## config.mk

```make
export PLATFORM = sky130hd
export DESIGN_NAME = pin_change_irq
export DESIGN_NICKNAME = d
export VERILOG_FILES = /design/src/rtl/pin_change_irq.sv
export SDC_FILE = /design/constraint.sdc
export NUM_CORES = 1
export LEC_CHECK = 0
export ABC_CLOCK_PERIOD_IN_PS = 1800
export BUFFER_PORTS_ARGS = -buffer_cell sky130_fd_sc_hd__buf_2
export CORE_AREA = 4 4 70 72
export CTS_CLUSTER_SIZE = 40
export DETAILED_ROUTE_END_ITERATION = 16
export DIE_AREA = 0 0 74 76
export PLACE_DENSITY = 0.71
export SYNTH_ARGS = -nofsm -noshare
export SYNTH_HDL_FRONTEND = slang
export SYNTH_SLANG_ARGS = --single-unit
```

## constraint.sdc

```tcl
create_clock -name clk -period 1.8 [get_ports clk]
set_input_delay 0.27 -clock clk [delete_from_list [all_inputs] [get_ports clk]]
set_output_delay 0.27 -clock clk [all_outputs]
set_load 0.02 [all_outputs]
```

## src/rtl/pin_change_irq.sv

```systemverilog
module pin_change_irq #(
  parameter int N_PINS = 8,
  parameter int AW     = 2
) (
  input  logic              clk,
  input  logic              rst_n,
  input  logic              wr_en,
  input  logic [AW-1:0]     addr,
  input  logic [7:0]        wdata,
  output logic [7:0]        rdata,
  input  logic [N_PINS-1:0] pin_in,
  output logic              irq,
  output logic [N_PINS-1:0] pull_en,
  output logic [N_PINS-1:0] pull_up
);
  localparam logic [AW-1:0] CTL_A = AW'(0);
  localparam logic [AW-1:0] EN_A  = AW'(1);
  localparam logic [AW-1:0] POL_A = AW'(2);
  localparam int IE_B  = 1;
  localparam int ACK_B = 2;
  localparam int FLG_B = 3;

  logic [N_PINS-1:0] sync1, sync2, act_q, pin_en, pin_pol, act, edge_hit;
  logic irq_en, flag, edge_any, wr_ctl, ack;

  assign act      = pin_en & ~(sync2 ^ pin_pol);
  assign edge_hit = act & ~act_q;
  assign edge_any = |edge_hit;
  assign wr_ctl   = wr_en && (addr == CTL_A);
  assign ack      = wr_ctl && wdata[ACK_B];
  assign irq      = flag & irq_en;
  assign pull_en  = pin_en;
  assign pull_up  = pin_en & ~pin_pol;

  always_ff @(posedge clk or negedge rst_n) begin
    if (!rst_n) begin
      sync1 <= '0;
      sync2 <= '0;
      act_q <= '0;
    end else begin
      sync1 <= pin_in;
      sync2 <= sync1;
      act_q <= act;
    end
  end

  always_ff @(posedge clk or negedge rst_n) begin
    if (!rst_n) begin
      irq_en  <= 1'b0;
      pin_en  <= '0;
      pin_pol <= '0;
    end else if (wr_en) begin
      if (addr == CTL_A) irq_en  <= wdata[IE_B];
      if (addr == EN_A)  pin_en  <= wdata[N_PINS-1:0];
      if (addr == POL_A) pin_pol <= wdata[N_PINS-1:0];
    end
  end

  always_ff @(posedge clk or negedge rst_n) begin
    if (!rst_n)        flag <= 1'b0;
    else if (edge_any) flag <= 1'b1;
    else if (ack)      flag <= 1'b0;
  end

  always_comb begin
    rdata = '0;
    case (addr)
      CTL_A: begin
        rdata[FLG_B] = flag;
        rdata[IE_B]  = irq_en;
      end
      EN_A:    rdata = 8'(pin_en);
      POL_A:   rdata = 8'(pin_pol);
      default: rdata = '0;
    endcase
  end
endmodule


```

==> flow_summary.toml <==
[logic_synthesis]
synthMuxAreaShare_pct = 11.5
synthArstFlopShare_pct = 100
syn_area_per_cell_sq_um = 13.2
ys_warn_count = 0
synthCells = 126
synth_top_family_by_area = "multiplexers"
synthSimpleGateAreaFrac_pct = 9.77
yosysSeqAreaShare_pct = 63.1
synth_compound_area_share_pct = 5.56
synth_edf_count = 0
synth_cell_types = 18
ys_seq_elements = 42
synthAdderAreaFrac_pct = 3.01
netlist_area_sq_um = 1670
synth_nets = 151
synthXorXnorAreaFrac_pct = 4.21
ys.flop_type = "dfrtp_1"

[flow_run]
drv_cap = 0

[routing]
post-route-drc-count = 0
drt-met1-wl_mm = 1.42
routed_via_density = 4.73
dr.first_iter.drc_count = 63
wl_met3_um = 181
vias = 1097
drt_wl_total_mm = 3.20
wl_per_cell_um = 13.8
route.met2.wl_mm = 1.54
highest_layer = "met4"
ant_nets = 0
dr.pass1.iters = 4

[power_and_ir_drop]
p_per_area_nw_per_um2 = 1110
cellLeakagePower_nw = 1.04
power_frac_seq_pct = 51.3
clkPwrFrac_pct = 26.5
irDropWorstVdd_uv = 531
internal_power_mw = 1.61
p_sw_mw = 0.679
swShare_pct = 29.6
combinationalPowerShare_pct = 22.3
power_mw = 2.29

[setup_path]
end_kind = "output pin"
crit_arrival_ns = 1.37
start_kind = "input pin"
cp.required_ns = 1.53
worstPathMaxFanout = 9
reg2reg_slack_ns = 0.44
path_class = "in -> out"

[floorplan]
ios = 46
die_height_um = 76
die_area_sq_um = 5620
dieWidth_um = 74
coreArea_sq_um = 4290
fp-row-count = 24
start_util_pct = 38.8

[cells_and_area]
areaGrowthSynthToFinish_pct = 23.7
nets = 204
diodes = 0
fillCellCount = 412
finalNonFillerCells = 232
drive_gt1_share_pct = 40.6

[clock_tree]
cts-resized-gates = 0
clkTransAtPathRegs_ns = 0.08
hold_buffers = 0
cts_tree = "done"
htreeDepth = 2
cts_sinks = 42
cts_made_buffers = 5
cts_root_buf = "clkbuf_8"
cts_buffer_depth = 2
worstSkewPairLatency_ns = 0.28
post_cts_buffers = 0

[global_routing]
grt-ovfl-total = 0
grt_pass1_vias = 1100
grt_max_degree = 43
grt_pass1_wl_mm = 5.38
antenna_found_initial = 0
track_usage_pct = 12.4

[timing]
rsz0062_at_grt = "false"
fmax_mhz = 610
final_max_slew_viol_count = 0
relSlewSlack_pct = 65.4
fin_crit_ns = 1.64
hold_viol = 0
worst_pin_slew_ns = 0.519
setup_ws_ns = 0.162
period_share_pct = 91.0
fin_setup_tns_ns = 0
finClkSkew_ns = 0.00401
finalSetupViolCount = 0

[min_path]
hold_class = "in -> async"

[placement]
io_buffers = 45
placedCellCount = 224
gp_congestion = 0.743
pre_cts_slack_ns = 0.138
dp_hpwl_mm = 2.30

[status]
status = "finished clean"
-- critical path, cell delays in order --
cell,delay [ns]
buf_2,0.12
inv_1,0.07
ha_1,0.38
a22oi_1,0.15
nor2b_1,0.18
buf_2,0.19
-- cells in the final DEF (no fill, tap or decap), drive strengths merged, types with 3 or more instances in the layout --
master  netlist  layout
mux2         17      17
o22ai         3       3
buf           2      48
inv          10      10
dfrtp        42      42
xnor2         8       8
nor2b        12      12
clkbuf        0       7
ha            4       4
nand2        12      12
a22oi         6       6
-- power groups by stage --
| stage | combinational [mW] | clock [mW] | sequential (mW) |
|---|---|---|---|
| 5_1_grt | 0.561 | 0.673 | 1.19 |
| 3_3_place_gp | 0.511 | 0 | 1.19 |
| 6_report | 0.510 | 0.606 | 1.17 |
| 4_1_cts | 0.520 | 0.626 | 1.18 |
| 2_1_floorplan | 0.300 | 0 | 1.21 |
| 3_5_place_dp | 0.518 | 0 | 1.19 |
-- cells by family after synthesis --
logic type	Yosys count
mux	17
flops	42
fa+ha+maj	4
compound gates	12
xor+xnor	8
simple gates	31
buf+inv	12
-- layout make-up --
cell class              instances  area, sq um  share of cell area, %
flip-flops and latches         42         1050                   51.0
clock buffers                   7         86.3                   4.19
inverters                      10         37.5                   1.82
well taps                      52         65.1                   3.16
repair buffers                 48          248                   12.0
clock inverters                 1         5.00                  0.243
multi-input cells              72          567                   27.5
-- synthesized netlist by cell type (all sizes together) (2+ instances only) --
library cell | n | area share (%)
a222oi | 2 | 1.2
a22oi | 6 | 2.7
and2b | 2 | 0.98
buf | 2 | 0.60
dfrtp | 42 | 63
ha | 4 | 3.0
inv | 10 | 2.3
mux2 | 17 | 11
nand2 | 12 | 2.7
nor2 | 2 | 0.45
nor2b | 12 | 4.5
o22ai | 3 | 1.1
xnor2 | 8 | 4.2
-- path summary, 6_finish.rpt --
path	start	to	depth (start not counted)
setup reg to reg	pin_pol[1]	flag	4
max in group asynchronous	rst_n	pin_pol[2]	2
setup / recovery	addr[1]	rdata[7]	6
min in group clk	pin_in[1]	sync1[1]	1
hold reg to reg	sync1[1]	sync2[1]	0
hold / removal	rst_n	sync2[1]	2
-- metrics by stage --
step	hold slack, ns	instance area [sq um]	utilization [%]
floorplan	-0.0256	1670	-
global placement	0.332	1970	45.8
detailed placement	0.335	1970	45.8
CTS	0.0588	2060	48.0
global route	0.0692	2060	48.0
finish	0.0359	2060	48.0
-- state kept, by name, summed over array words and instances, names as in the netlist --
register / cells
flag: 1
irq_en: 1
sync1: 8
act_q: 8
pull_en: 8
sync2: 8
pin_pol: 8
-- layer usage --
layer	GRT usage (%)	vias up
li1	-	526
met1	16.1	535
met2	19.1	31
met3	3.43	5
met4	5.43	0
met5	0	-
Note: power is estimated with default switching activity, not from simulation.
